$ cat config.mk
export PLATFORM = sky130hd
export DESIGN_NAME = wonce_cache_ctrl
export DESIGN_NICKNAME = d
export VERILOG_FILES = /design/src/rtl/coh_pkg.sv /design/src/rtl/wonce_line_store.sv /design/src/rtl/wonce_snoop.sv /design/src/rtl/wonce_req_fsm.sv /design/src/rtl/wonce_cache_ctrl.sv
export SDC_FILE = /design/constraint.sdc
export NUM_CORES = 1
export LEC_CHECK = 0
export ABC_AREA = 1
export BUFFER_PORTS_ARGS = -buffer_cell sky130_fd_sc_hd__buf_2
export CORE_ASPECT_RATIO = 0.8
export CORE_MARGIN = 8
export CORE_UTILIZATION = 50
export CTS_CLUSTER_SIZE = 14
export DETAILED_ROUTE_END_ITERATION = 8
export GPL_TIMING_DRIVEN = 0
export PLACE_DENSITY = 0.71
export RECOVER_POWER = 25
export SLEW_MARGIN = 20
export SYNTH_ARGS = -nofsm -noshare
export SYNTH_HDL_FRONTEND = slang
export SYNTH_SLANG_ARGS = --single-unit
$ cat constraint.sdc
create_clock -name clk -period 7.2 [get_ports clk]
set_clock_uncertainty 0.2 [all_clocks]
set_input_delay 0.36 -clock clk [delete_from_list [all_inputs] [get_ports clk]]
set_output_delay 0.36 -clock clk [all_outputs]
set_load 0.05 [all_outputs]
$ cat src/rtl/coh_pkg.sv
package coh_pkg;
  typedef enum logic [1:0] {
    LN_INV = 2'd0,
    LN_VAL = 2'd1,
    LN_RSV = 2'd2,
    LN_DRT = 2'd3
  } line_st_t;

  typedef enum logic [1:0] {
    BUS_RD  = 2'd0,
    BUS_RDX = 2'd1,
    BUS_INV = 2'd2,
    BUS_WB  = 2'd3
  } bus_cmd_t;
endpackage

$ cat src/rtl/wonce_line_store.sv
module wonce_line_store
  import coh_pkg::*;
#(
  parameter int IDX_W  = 2,
  parameter int TAG_W  = 2,
  parameter int DATA_W = 8
) (
  input  logic              clk,
  input  logic              rst_n,
  input  logic [IDX_W-1:0]  ra_idx,
  output line_st_t          ra_st,
  output logic [TAG_W-1:0]  ra_tag,
  output logic [DATA_W-1:0] ra_data,
  input  logic [IDX_W-1:0]  rb_idx,
  output line_st_t          rb_st,
  output logic [TAG_W-1:0]  rb_tag,
  output logic [DATA_W-1:0] rb_data,
  input  logic              cw_en,
  input  logic [IDX_W-1:0]  cw_idx,
  input  line_st_t          cw_st,
  input  logic [TAG_W-1:0]  cw_tag,
  input  logic [DATA_W-1:0] cw_data,
  input  logic              sw_en,
  input  logic [IDX_W-1:0]  sw_idx,
  input  line_st_t          sw_st
);
  localparam int LINES = 1 << IDX_W;

  line_st_t          st_q   [LINES];
  logic [TAG_W-1:0]  tag_q  [LINES];
  logic [DATA_W-1:0] data_q [LINES];

  assign ra_st   = st_q[ra_idx];
  assign ra_tag  = tag_q[ra_idx];
  assign ra_data = data_q[ra_idx];
  assign rb_st   = st_q[rb_idx];
  assign rb_tag  = tag_q[rb_idx];
  assign rb_data = data_q[rb_idx];

  for (genvar i = 0; i < LINES; i++) begin : g_line
    always_ff @(posedge clk or negedge rst_n) begin
      if (!rst_n) begin
        st_q[i] <= LN_INV;
      end else if (sw_en && sw_idx == IDX_W'(i)) begin
        st_q[i] <= sw_st;
      end else if (cw_en && cw_idx == IDX_W'(i)) begin
        st_q[i] <= cw_st;
      end
    end

    always_ff @(posedge clk) begin
      if (cw_en && cw_idx == IDX_W'(i)) begin
        tag_q[i]  <= cw_tag;
        data_q[i] <= cw_data;
      end
    end
  end


  no_clash_chk: assert property (@(posedge clk) disable iff (!rst_n)
    !(sw_en && cw_en));
endmodule

$ cat src/rtl/wonce_snoop.sv
module wonce_snoop
  import coh_pkg::*;
#(
  parameter int IDX_W  = 2,
  parameter int TAG_W  = 2,
  parameter int DATA_W = 8,
  localparam int ADDR_W = IDX_W + TAG_W
) (
  input  logic              sn_valid,
  input  logic [1:0]        sn_cmd,
  input  logic [ADDR_W-1:0] sn_addr,
  output logic              sn_inhibit,
  output logic [DATA_W-1:0] sn_data,
  output logic [IDX_W-1:0]  ln_idx,
  input  line_st_t          ln_st,
  input  logic [TAG_W-1:0]  ln_tag,
  input  logic [DATA_W-1:0] ln_data,
  output logic              sw_en,
  output line_st_t          sw_st
);
  logic     match;
  bus_cmd_t cmd;

  assign cmd    = bus_cmd_t'(sn_cmd);
  assign ln_idx = sn_addr[IDX_W-1:0];
  assign match  = sn_valid && (ln_st != LN_INV) && (ln_tag == sn_addr[ADDR_W-1:IDX_W]);

  always_comb begin
    sw_en      = 1'b0;
    sw_st      = ln_st;
    sn_inhibit = 1'b0;
    if (match) begin
      unique case (cmd)
        BUS_RD: begin
          sn_inhibit = (ln_st == LN_DRT);
          if (ln_st == LN_DRT || ln_st == LN_RSV) begin
            sw_en = 1'b1;
            sw_st = LN_VAL;
          end
        end
        BUS_RDX: begin
          sn_inhibit = (ln_st == LN_DRT);
          sw_en      = 1'b1;
          sw_st      = LN_INV;
        end
        BUS_INV: begin
          sw_en = 1'b1;
          sw_st = LN_INV;
        end
        default: ;
      endcase
    end
  end

  assign sn_data = sn_inhibit ? ln_data : '0;
endmodule

$ cat src/rtl/wonce_req_fsm.sv
module wonce_req_fsm
  import coh_pkg::*;
#(
  parameter int IDX_W  = 2,
  parameter int TAG_W  = 2,
  parameter int DATA_W = 8,
  localparam int ADDR_W = IDX_W + TAG_W
) (
  input  logic              clk,
  input  logic              rst_n,
  input  logic              cpu_valid,
  input  logic              cpu_we,
  input  logic [ADDR_W-1:0] cpu_addr,
  input  logic [DATA_W-1:0] cpu_wdata,
  output logic              cpu_ready,
  output logic [DATA_W-1:0] cpu_rdata,
  output logic              bm_req,
  output bus_cmd_t          bm_cmd,
  output logic [ADDR_W-1:0] bm_addr,
  output logic [DATA_W-1:0] bm_wdata,
  input  logic              bm_gnt,
  input  logic [DATA_W-1:0] bm_rdata,
  input  logic              sn_valid,
  output logic [IDX_W-1:0]  ln_idx,
  input  line_st_t          ln_st,
  input  logic [TAG_W-1:0]  ln_tag,
  input  logic [DATA_W-1:0] ln_data,
  output logic              cw_en,
  output line_st_t          cw_st,
  output logic [TAG_W-1:0]  cw_tag,
  output logic [DATA_W-1:0] cw_data
);
  typedef enum logic {PH_IDLE, PH_DONE} phase_t;
  phase_t phase_q;

  logic [TAG_W-1:0] req_tag;
  logic hit, local_ok, dirty_victim, granted, local_go;

  assign ln_idx       = cpu_addr[IDX_W-1:0];
  assign req_tag      = cpu_addr[ADDR_W-1:IDX_W];
  assign hit          = (ln_st != LN_INV) && (ln_tag == req_tag);
  assign local_ok     = hit && (!cpu_we || ln_st == LN_RSV || ln_st == LN_DRT);
  assign dirty_victim = (ln_st == LN_DRT) && (ln_tag != req_tag);

  always_comb begin
    if (dirty_victim)  bm_cmd = BUS_WB;
    else if (!hit)     bm_cmd = cpu_we ? BUS_RDX : BUS_RD;
    else               bm_cmd = BUS_INV;
  end

  assign bm_req   = (phase_q == PH_IDLE) && cpu_valid && !local_ok;
  assign bm_addr  = dirty_victim ? {ln_tag, ln_idx} : cpu_addr;
  assign bm_wdata = dirty_victim ? ln_data : cpu_wdata;
  assign granted  = bm_req && bm_gnt;
  assign local_go = (phase_q == PH_IDLE) && cpu_valid && local_ok && !sn_valid;

  assign cpu_ready = (phase_q == PH_DONE) || local_go;
  assign cpu_rdata = ln_data;

  always_comb begin
    cw_en   = 1'b0;
    cw_st   = ln_st;
    cw_tag  = req_tag;
    cw_data = cpu_wdata;
    if (granted) begin
      cw_en = 1'b1;
      unique case (bm_cmd)
        BUS_WB: begin
          cw_st   = LN_INV;
          cw_tag  = ln_tag;
          cw_data = ln_data;
        end
        BUS_RD: begin
          cw_st   = LN_VAL;
          cw_data = bm_rdata;
        end
        BUS_RDX: cw_st = LN_DRT;
        default: cw_st = LN_RSV;
      endcase
    end else if (local_go && cpu_we) begin
      cw_en = 1'b1;
      cw_st = LN_DRT;
    end
  end

  always_ff @(posedge clk or negedge rst_n) begin
    if (!rst_n) begin
      phase_q <= PH_IDLE;
    end else if (phase_q == PH_DONE) begin
      phase_q <= PH_IDLE;
    end else if (granted && bm_cmd != BUS_WB) begin
      phase_q <= PH_DONE;
    end
  end


  ready_needs_valid_chk: assert property (@(posedge clk) disable iff (!rst_n)
    cpu_ready |-> cpu_valid);


  stall_on_bus_chk: assert property (@(posedge clk) disable iff (!rst_n)
    (bm_req && bm_gnt) |-> !cpu_ready);


  req_hold_chk: assert property (@(posedge clk) disable iff (!rst_n)
    (bm_req && !bm_gnt && !sn_valid) |=> bm_req);


  wb_clears_chk: assert property (@(posedge clk) disable iff (!rst_n)
    (bm_req && bm_gnt && bm_cmd == BUS_WB) |=> (ln_st == LN_INV));
endmodule

$ cat src/rtl/wonce_cache_ctrl.sv
module wonce_cache_ctrl
  import coh_pkg::*;
#(
  parameter int IDX_W  = 2,
  parameter int TAG_W  = 2,
  parameter int DATA_W = 8,
  localparam int ADDR_W = IDX_W + TAG_W
) (
  input  logic              clk,
  input  logic              rst_n,
  input  logic              cpu_valid,
  input  logic              cpu_we,
  input  logic [ADDR_W-1:0] cpu_addr,
  input  logic [DATA_W-1:0] cpu_wdata,
  output logic              cpu_ready,
  output logic [DATA_W-1:0] cpu_rdata,
  output logic              bm_req,
  output logic [1:0]        bm_cmd,
  output logic [ADDR_W-1:0] bm_addr,
  output logic [DATA_W-1:0] bm_wdata,
  input  logic              bm_gnt,
  input  logic [DATA_W-1:0] bm_rdata,
  input  logic              sn_valid,
  input  logic [1:0]        sn_cmd,
  input  logic [ADDR_W-1:0] sn_addr,
  output logic              sn_inhibit,
  output logic [DATA_W-1:0] sn_data
);
  bus_cmd_t          cmd_e;
  logic [IDX_W-1:0]  a_idx, b_idx;
  line_st_t          a_st, b_st, cw_st, sw_st;
  logic [TAG_W-1:0]  a_tag, b_tag, cw_tag;
  logic [DATA_W-1:0] a_data, b_data, cw_data;
  logic              cw_en, sw_en;

  assign bm_cmd = cmd_e;

  wonce_req_fsm #(.IDX_W(IDX_W), .TAG_W(TAG_W), .DATA_W(DATA_W)) u_fsm (
    .clk(clk), .rst_n(rst_n),
    .cpu_valid(cpu_valid), .cpu_we(cpu_we), .cpu_addr(cpu_addr), .cpu_wdata(cpu_wdata),
    .cpu_ready(cpu_ready), .cpu_rdata(cpu_rdata),
    .bm_req(bm_req), .bm_cmd(cmd_e), .bm_addr(bm_addr), .bm_wdata(bm_wdata),
    .bm_gnt(bm_gnt), .bm_rdata(bm_rdata), .sn_valid(sn_valid),
    .ln_idx(a_idx), .ln_st(a_st), .ln_tag(a_tag), .ln_data(a_data),
    .cw_en(cw_en), .cw_st(cw_st), .cw_tag(cw_tag), .cw_data(cw_data)
  );

  wonce_snoop #(.IDX_W(IDX_W), .TAG_W(TAG_W), .DATA_W(DATA_W)) u_snp (
    .sn_valid(sn_valid), .sn_cmd(sn_cmd), .sn_addr(sn_addr),
    .sn_inhibit(sn_inhibit), .sn_data(sn_data),
    .ln_idx(b_idx), .ln_st(b_st), .ln_tag(b_tag), .ln_data(b_data),
    .sw_en(sw_en), .sw_st(sw_st)
  );

  wonce_line_store #(.IDX_W(IDX_W), .TAG_W(TAG_W), .DATA_W(DATA_W)) u_store (
    .clk(clk), .rst_n(rst_n),
    .ra_idx(a_idx), .ra_st(a_st), .ra_tag(a_tag), .ra_data(a_data),
    .rb_idx(b_idx), .rb_st(b_st), .rb_tag(b_tag), .rb_data(b_data),
    .cw_en(cw_en), .cw_idx(a_idx), .cw_st(cw_st), .cw_tag(cw_tag), .cw_data(cw_data),
    .sw_en(sw_en), .sw_idx(b_idx), .sw_st(sw_st)
  );
endmodule

After elaboration in Yosys (flattened, before gate mapping):

Memories as Yosys holds them, arrays and structs flattened.
Cells that the tools add are included.

* order comparisons: 2
* equality and inequality tests: 18
* multiplexer cells: 65
* bitwise operators: 3
* reduce and logical (&&, ||, !) cells: 45

Operator list (count)
* $mux 2: 29
* $mux 8: 6
* $reduce_or 8->1: 3
* $mux 1: 23
* $eq 2x2->1 const B: 10
* $logic_and 1x1->1: 20
* $pmux 8 s2: 1
* $reduce_bool 2->1: 6
* $reduce_or 2->1: 5
* $bmux 2 s2: 2
* $eq 2x1->1 const B: 4
* $logic_not 2->1: 4
* $ge 3x3->1 const B: 2
* $not 2->3: 2
* $pmux 2 s3: 1
* $eq 2x2->1: 2
* $logic_or 1x1->1: 4
* $mux 4: 1
* $pmux 2 s2: 1
* $logic_not 1->1: 3
* $ne 2x2->1: 1
* $ne 2x2->1 const B: 1
* $pmux 1 s2: 1
* $not 1->1: 1

* register bits after elaboration: 9
* RAM bits: 40
* bits of input ports: 32
* output and inout bits: 33
* memories kept: 2

Memory list
* u_store.data_q: words 4, bits a word 8, read ports 2, clocked after memory_dff 0, write ports 1, RTL line wonce_line_store.sv:31 `logic [DATA_W-1:0] data_q [LINES];`
* u_store.tag_q: words 4, bits a word 2, read ports 2, clocked after memory_dff 0, write ports 1, RTL line wonce_line_store.sv:30 `logic [TAG_W-1:0] tag_q [LINES];`

Logic depth before layout (Yosys ltp):

Gate-level depths: netlist of the first run.

* word-level depth: 20
* gate-level depth with buffers: 17
* depth with buffers taken out: 15

Hierarchy:

Synthesis of the first run repeated with hierarchy kept, for this count alone.

* cells, all modules: 544
* area, all modules: 3693.5 um2

By module, submodules not included
* wonce_line_store: times used 1, cells an instance 313, area each 2563.7 um2
* wonce_req_fsm: times used 1, cells an instance 167, area each 793.3 um2
* wonce_snoop: times used 1, cells an instance 64, area each 336.6 um2

Least setup slack after synthesis of the first run:

OpenSTA, ideal clock, no wires.

* kind: in2out
* from: input port cpu_addr[0]
* to: output port bm_wdata[0]
* data arrival time: 2539 ps
* required time: 6640 ps
* setup slack: 4101 ps
* cell stages on the path: 11
* path buffers: 3
* path through: buf_6 > inv_4 > nor2_2 > buf_6 > nand2_1 > nand2_1 > nor2_2 > nor2_1 > nand2_2 > buf_2 > o21ai_0

* word-level cells in the longest chain between the ends: 7
* elaborated cells between the ends (all ways): 10
* classes of those cells: 2 x eq/ne; 4 x mux; 1 x bitwise; 1 x reduce/logical; 2 x memory

RTL lines
* start, declared: RTL line wonce_cache_ctrl.sv:13 `input logic [ADDR_W-1:0] cpu_addr,`
* $not 2->3 (not written as such): RTL line wonce_line_store.sv:33 `assign ra_st = st_q[ra_idx];`
* $bmux 2 s2: RTL line wonce_line_store.sv:33
* $mux 2 (not written as such) (2 in series): RTL line wonce_line_store.sv:33
* $eq 2x2->1: RTL line wonce_req_fsm.sv:43 `assign dirty_victim = (ln_st == LN_DRT) && (ln_tag != req_tag);`
* $logic_and 1x1->1: RTL line wonce_req_fsm.sv:43
* $mux 8 *: RTL line wonce_req_fsm.sv:53 `assign bm_wdata = dirty_victim ? ln_data : cpu_wdata;`
* end, declared: RTL line wonce_cache_ctrl.sv:20 `output logic [DATA_W-1:0] bm_wdata,`

Mark *: on every way between the ends. The rest lies on a longest branch, timed or not. The select of a mux whose other input is x is not followed.

Worst setup path after layout of the first run:

* from: input port sn_addr[0]
* to: output port sn_data[1]

* word-level cells in the longest chain between the ends: 9
* elaborated cells between the ends (all ways): 14
* classes of those cells: 2 x eq/ne; 6 x mux; 1 x bitwise; 3 x reduce/logical; 2 x memory

RTL lines
* start, declared: RTL line wonce_cache_ctrl.sv:25 `input logic [ADDR_W-1:0] sn_addr,`
* $not 2->3 (not written as such): RTL line wonce_line_store.sv:36 `assign rb_st = st_q[rb_idx];`
* $bmux 2 s2: RTL line wonce_line_store.sv:36
* $mux 2 (not written as such) (2 in series): RTL line wonce_line_store.sv:36
* $reduce_bool 2->1: RTL line wonce_snoop.sv:26 `assign match = sn_valid && (ln_st != LN_INV) && (ln_tag == sn_addr[ADDR_W-1:IDX_W]);`
* $logic_and 1x1->1 (2 in series): RTL line wonce_snoop.sv:26
* $mux 1: RTL line wonce_snoop.sv:32 `if (match) begin`
* $mux 8 *: RTL line wonce_snoop.sv:55 `assign sn_data = sn_inhibit ? ln_data : '0;`
* end, declared: RTL line wonce_cache_ctrl.sv:27 `output logic [DATA_W-1:0] sn_data`

Marks and branches as above.

==> impl_metrics.json, run 1 <==
{
  "whs_path_depth": 3,
  "cp_top_family": "buffers and inverters",
  "synth_top_area_share_pct": 38.5,
  "wirelength_mm": 9.35,
  "clock_latency_ps": 310,
  "fillers": 554,
  "rsz0062_at_grt": "no",
  "tns_ps": 0,
  "dp_hpwl_mm": 6.71,
  "crit_fanout": 10,
  "antenna_found_initial": 0,
  "p_leak_nw": 1.69,
  "synthXorXnorAreaFrac_pct": 0,
  "synthCells": 370,
  "n_antenna_cell": 0,
  "drc_errors": 0,
  "max-slew-margin-rel_pct": 54.0,
  "outcome": "finished, final reports clean",
  "setup_slack_ps": 3610,
  "core_um2": 5970,
  "wl_per_cell_um": 17.9,
  "synth_nets": 407,
  "crit_path_max_incr_delay_ps": 540,
  "mostFrequentLayoutCells": "119 x nand2_1, 52 x buf_2, 40 x edfxtp_1, 37 x inv_1, 33 x a22oi_1",
  "seq_area_frac_synth_pct": 45.7,
  "synth_top_area_cell": "edfxtp_1",
  "overflow": 0,
  "nNetsFinal": 478,
  "first_pass_iters": 5,
  "ys_seq_elements": 49,
  "cp_cell_sequence": "buf_2, inv_2, nand2_1, inv_1, clkbuf_1, a22oi_1, nand3_1, nand2_1, nor2_1, nand3_1, a31oi_1, buf_2",
  "synth_adder_area_share_pct": 2.00,
  "dr_total_vias": 2883,
  "post-route-period-util_pct": 49.9,
  "power_density_nw_per_um2": 236,
  "hold_class": "in -> reg",
  "finalPower_mw": 0.861,
  "cp-end-kind": "output pin",
  "gp_congestion": 0.900,
  "grt.met1_usage_pct": 27.3,
  "drt_iter0_drc": 340,
  "max_freq_mhz": 278,
  "vdd_drop_max_v": 0.000124,
  "port_buffers": 63,
  "die-area_um2": 9050,
  "r2r_slack_ps": 4010,
  "seqCellArea_um2": 1430,
  "min_to": "u_fsm.phase_q$_DFF_PN0_",
  "multi_input_area_um2": 1390,
  "cts_buffers": 5,
  "initial_core_util_pct": 52.3,
  "grt_pass1_vias": 2747,
  "muxShareOfSynthArea_pct": 0,
  "grt_max_degree": 17,
  "place_ws_ps": 3740,
  "synth_top_family_by_area": "simple AND/OR/NAND/NOR gates",
  "crit_arrival_ps": 3030,
  "ios": 65,
  "hold_viol_final": 0,
  "synth-compound-area-share_pct": 14.8,
  "drive_gt1_share_pct": 23.1,
  "grt_use_met2_pct": 32.8,
  "cts.clk_slew.worst_paths_ps": 90,
  "r2r-end": "u_store.tag_q[3][0]$_DFFE_PP_",
  "synth_area_um2": 3120,
  "setup_viol_count_final": 0,
  "die_h_um": 86.7,
  "cts_max_level": 2,
  "cp_data_required_time_ps": 6640,
  "core.rowCount": 25,
  "netlist-cell-type-count": 33,
  "syn_avg_cell_area_um2": 8.44,
  "viasPerCell": 5.51,
  "syn_to_final_growth_pct": 16.7,
  "cts-root-buf": "clkbuf_8",
  "r2r_cells": 14,
  "die_w_um": 104,
  "worst-setup-path-type": "in -> out",
  "final_max_slew_viol_count": 0,
  "grt_pass1_wl_mm": 14.5,
  "busiest_layer": "met2",
  "drv_cap": 0,
  "synth_area_leaders": "edfxtp_1 38%, nand2_1 14%, a22oi_1 7.9%",
  "cp_slowest_cell": "clkbuf_1",
  "cts_tree": "built",
  "clk_path_buf_depth": 2,
  "period_needed_ps": 3590,
  "synth_warnings": 0,
  "cp_num_buf_inv": 5,
  "grtUsageMet3_pct": 4.97,
  "timing.rr.start": "u_store.tag_q[1][1]$_DFFE_PP_",
  "final_common_cell": "nand2_1",
  "max_slew.worst_pin.slew_ps": 690,
  "synth_simple_gate_area_share_pct": 28.3,
  "min-delay-start": "bm_gnt",
  "ant_nets": 0,
  "grt_usage_pct": 20.5,
  "cts_sinks": 49,
  "cp-start-kind": "primary input"
}
[flip-flops by register name, indices dropped and copies added, names as in the netlist]
signal	flops
u_store.data_q	32
u_fsm.phase_q	1
u_store.tag_q	8
u_store.st_q	8
[worst register-to-register path, stage by stage (launching register included)]
cell and delay [ps]:
edfxtp_1 400, nand2_1 80, nand2_1 50, nand2_1 80, nand2_1 90, nand2_1 80, nand2_1 150, nand2_1 190
o22ai_1 130, inv_1 100, ha_1 140, clkbuf_1 520, inv_1 90, nor2_1 310, o21ai_0 270
[cell usage after synthesis]
cell,n
nand2_4,1
o21ai_0,13
nand3_4,1
nor2_1,13
o21bai_2,1
nor2_4,1
nor2_2,16
nand2_2,8
clkbuf_2,1
inv_2,6
nor2_8,1
nand3_2,1
dfrtp_1,9
ha_1,5
buf_1,1
edfxtp_1,40
buf_6,5
a31oi_1,8
inv_4,1
o21a_1,8
nand4_2,2
o22ai_1,1
and3_1,4
buf_8,1
buf_2,5
a21o_1,1
a22oi_1,33
a21oi_1,3
and2_1,4
nand3_1,20
buf_4,2
nand2_1,117
inv_1,37
[metal layers]
layer | vias to the layer above | wire length [um]
met2 | 128 | 4230
li1 | 1386 | -
met4 | 0 | 88
met5 | - | 0
met3 | 10 | 842
met1 | 1359 | 4190
[how the worst max path moves through the flow]
| stage | from | to | slack, ps | cells past startpoint |
|---|---|---|---|---|
| 2_1_floorplan | cpu_addr[0] | bm_wdata[0] | 4100 | 11 |
| 4_1_cts | sn_addr[0] | sn_data[1] | 3970 | 12 |
| 6_report | sn_addr[0] | sn_data[1] | 3610 | 12 |
| 5_1_grt | sn_addr[0] | sn_data[1] | 3280 | 12 |
| 3_5_place_dp | cpu_addr[1] | u_store.tag_q[3][0]$_DFFE_PP_ | 3740 | 15 |
| 3_3_place_gp | cpu_addr[1] | u_store.tag_q[2][0]$_DFFE_PP_ | 3790 | 14 |
[timing repair]
action                    in CTS  in global routing
hold buffers                   1                  0
hold endpoints to repair       9                  0
setup buffers                  0                  0
gates resized for setup        0                  0
[cell families after synthesis]
| kind of cell | count (synthesis) |
|---|---|
| buffers and inverters | 59 |
| AOI/OAI and AO/OA | 68 |
| DFF | 49 |
| adders and majority gates | 5 |
| and+or+nand+nor | 189 |
[where the power goes]
group          internal, mW  switching, mW
sequential            0.334         0.0195
combinational        0.0782          0.191
clock                 0.140         0.0989
total                 0.552          0.310
[area by class of cell]
class                   instances  area share (%)
plain buffers                  15            3.26
multi-input cells             262            38.0
clock buffers                   5            1.89
inverters                      44            4.60
repair buffers                 64            8.41
well taps                      81            2.78
clock inverters                 3            1.89
flip-flops and latches         49            39.1
[stage by stage]
step	cell area (um2)	hold slack [ps]	std cells	utilization, %
2_1_floorplan	3120	-136	370	-
3_3_place_gp	3540	27.1	514	59.2
3_5_place_dp	3540	33.2	514	59.2
4_1_cts	3690	203	523	61.7
5_1_grt	3640	197	523	61.0
6_report	3640	192	523	61.0
Note: power is estimated with default switching activity, not from simulation.
==> run 2: changes to the inputs <==
--- a/config.mk
+++ b/config.mk
@@ -13,7 +13,7 @@
 export CTS_CLUSTER_SIZE = 14
 export DETAILED_ROUTE_END_ITERATION = 8
 export GPL_TIMING_DRIVEN = 0
-export PLACE_DENSITY = 0.71
+export PLACE_DENSITY = 0.74
 export RECOVER_POWER = 25
 export SLEW_MARGIN = 20
 export SYNTH_ARGS = -nofsm -noshare
==> constraint.sdc (replaced) <==
create_clock -name clk -period 3 [get_ports clk]
set_clock_uncertainty 0.2 [all_clocks]
set_input_delay 0.15 -clock clk [delete_from_list [all_inputs] [get_ports clk]]
set_output_delay 0.15 -clock clk [all_outputs]
set_load 0.05 [all_outputs]
==> run 2 against run 1 <==
Cell area shrank 0.21%. Worst hold slack got worse by 180 ps. Clock-buffer cell count did not move. Routed wire length fell by 3.0%. Non-clock buffer count fell by 1. Via count rose by 0.35%. First-iteration DRC count down 51%. Clock power increased by 98%. Setup slack got worse by 3400 ps. Critical path type unchanged. Largest cell class unchanged.
==> impl_metrics.json, run 2 (synthesis gave the netlist of run 1 again) <==
{
  "outcome": "finished, final reports clean",
  "initial_core_util_pct": 52.3,
  "cp_top_family": "buffers and inverters",
  "vdd_drop_max_v": 0.000450,
  "cts.clk_slew.worst_paths_ps": 90,
  "final_common_cell": "nand2_1",
  "die_h_um": 86.7,
  "tns_ps": 0,
  "worst-setup-path-type": "in -> out",
  "final-instance-count-excl-fill": 522,
  "cts_tree": "built",
  "hold_viol_final": 0,
  "die_w_um": 104,
  "crit_start": "sn_addr[0]",
  "crit_fanout": 10,
  "gp_congestion": 0.857,
  "timing.rr.start": "u_store.st_q[1]$_DFFE_PN0P_",
  "max_slew.worst_pin.slew_ps": 637,
  "max_freq_mhz": 355,
  "antenna_found_initial": 0,
  "cp-start-kind": "primary input",
  "ant_nets": 0,
  "drv_cap": 0,
  "drive_gt1_share_pct": 24.5,
  "drt_iter0_drc": 168,
  "top_register": "u_store.data_q",
  "first_pass_iters": 4,
  "final_max_slew_viol_count": 0,
  "post-route-period-util_pct": 93.8,
  "dr_total_vias": 2893,
  "crit_arrival_ps": 2460,
  "nNetsFinal": 477,
  "period_needed_ps": 2810,
  "cts_max_level": 2,
  "cp-end-kind": "output pin",
  "clk_path_buf_depth": 2,
  "core_um2": 5970,
  "rsz0062_at_grt": "no",
  "reg.largest.list": "u_store.data_q (32), u_store.st_q (8), u_store.tag_q (8)",
  "cp_cell_sequence": "buf_2, inv_2, nand2_1, inv_1, buf_2, a22oi_1, nand3_1, nand2_1, nor2_2, nand3_1, a31oi_1, buf_2",
  "viasPerCell": 5.54,
  "max-slew-margin-rel_pct": 57.7,
  "clock_latency_ps": 300,
  "power_density_nw_per_um2": 541,
  "dp_hpwl_mm": 6.62,
  "grt_pass1_wl_mm": 14.8,
  "critical_path.most_common_cell": "buf_2",
  "dp.cells": 514,
  "hold-worst-slack_ps": 11.5,
  "cts-root-buf": "clkbuf_8",
  "wl_per_cell_um": 17.4,
  "ios": 65,
  "port_buffers": 63,
  "grt_pass1_vias": 2917,
  "hold_class": "in -> reg",
  "cp_slowest_cell": "nand3_1",
  "setup_viol_count_final": 0,
  "drc_errors": 0,
  "cp_data_required_time_ps": 2650,
  "grt_max_degree": 17,
  "wirelength_mm": 9.08,
  "grt_usage_pct": 20.7,
  "min-delay-start": "bm_gnt",
  "cts_sinks": 49,
  "n_antenna_cell": 0,
  "core.rowCount": 25,
  "placed_cell_area_um2": 3540,
  "cts_buffers": 5,
  "cp_num_buf_inv": 5,
  "die-area_um2": 9050,
  "largest_register_ff_count": 32,
  "design_area_um2": 3640,
  "overflow": 0,
  "syn_to_final_growth_pct": 16.5,
  "finalPower_mw": 1.97,
  "mostFrequentLayoutCells": "117 x nand2_1, 54 x buf_2, 40 x edfxtp_1, 38 x inv_1, 33 x a22oi_1",
  "p_leak_nw": 1.67,
  "crit_path_max_incr_delay_ps": 420
}
==> run 2: cell type report <==
| type | instances | area, um2 |
|---|---|---|
| plain buffers | 14 | 116 |
| clock buffers | 5 | 68.8 |
| clock inverters | 3 | 46.3 |
| fillers | 549 | 2340 |
| inverters | 44 | 168 |
| multi-input cells | 262 | 1400 |
| flip-flops and latches | 49 | 1430 |
| well taps | 81 | 101 |
| repair buffers | 64 | 308 |
==> run 2: where the power goes <==
group | internal, mW | switching, mW
Sequential | 0.801 | 0.0445
Combinational | 0.190 | 0.458
Clock | 0.250 | 0.225
Total | 1.24 | 0.727
==> run 2: metrics by stage <==
stage | util, % | worst slack (ps)
after global placement | 59.2 | -1.53
after floorplan | - | 283
after global routing | 60.9 | 30.1
final | 60.9 | 187
after detailed placement | 59.2 | -56.0
after CTS | 61.3 | 144
==> run 2: what timing repair did <==
action | CTS | global route
resized for setup | 0 | 1
hold endpoints to repair | 9 | 0
setup buffers | 0 | 0
hold buffers | 1 | 0
endpoints found under the setup margin | 0 | 8
==> run 2: final timing paths <==
kind	depth (start not counted)	endpoint	slack, ps
max	12	sn_data[6]	190
min	3	u_fsm.phase_q$_DFF_PN0_	10
max reg2reg	11	u_store.data_q[0][6]$_DFFE_PP_	340
min reg2reg	2	u_store.st_q[2]$_DFFE_PN0P_	370
max in group asynchronous	2	u_store.st_q[5]$_DFFE_PN0P_	2120
min in group asynchronous	2	u_store.st_q[3]$_DFFE_PN0P_	130
==> run 2: worst reg2reg max path, delay by kind of cell, from the launching register on <==
kind                       cells  cell delay, ps
and+or+nand+nor                6             770
DFF                            1             430
AOI/OAI and AO/OA              2             410
adders and majority gates      1             310
buffers and inverters          2             280
==> run 2: metal layers <==
metal	track usage (%)	vias to the layer above	part of all wire, %
met5	0	-	0
met4	6.42	0	1.4
met3	4.37	11	8.6
met2	32.8	123	47
met1	27.7	1375	43
li1	-	1384	-
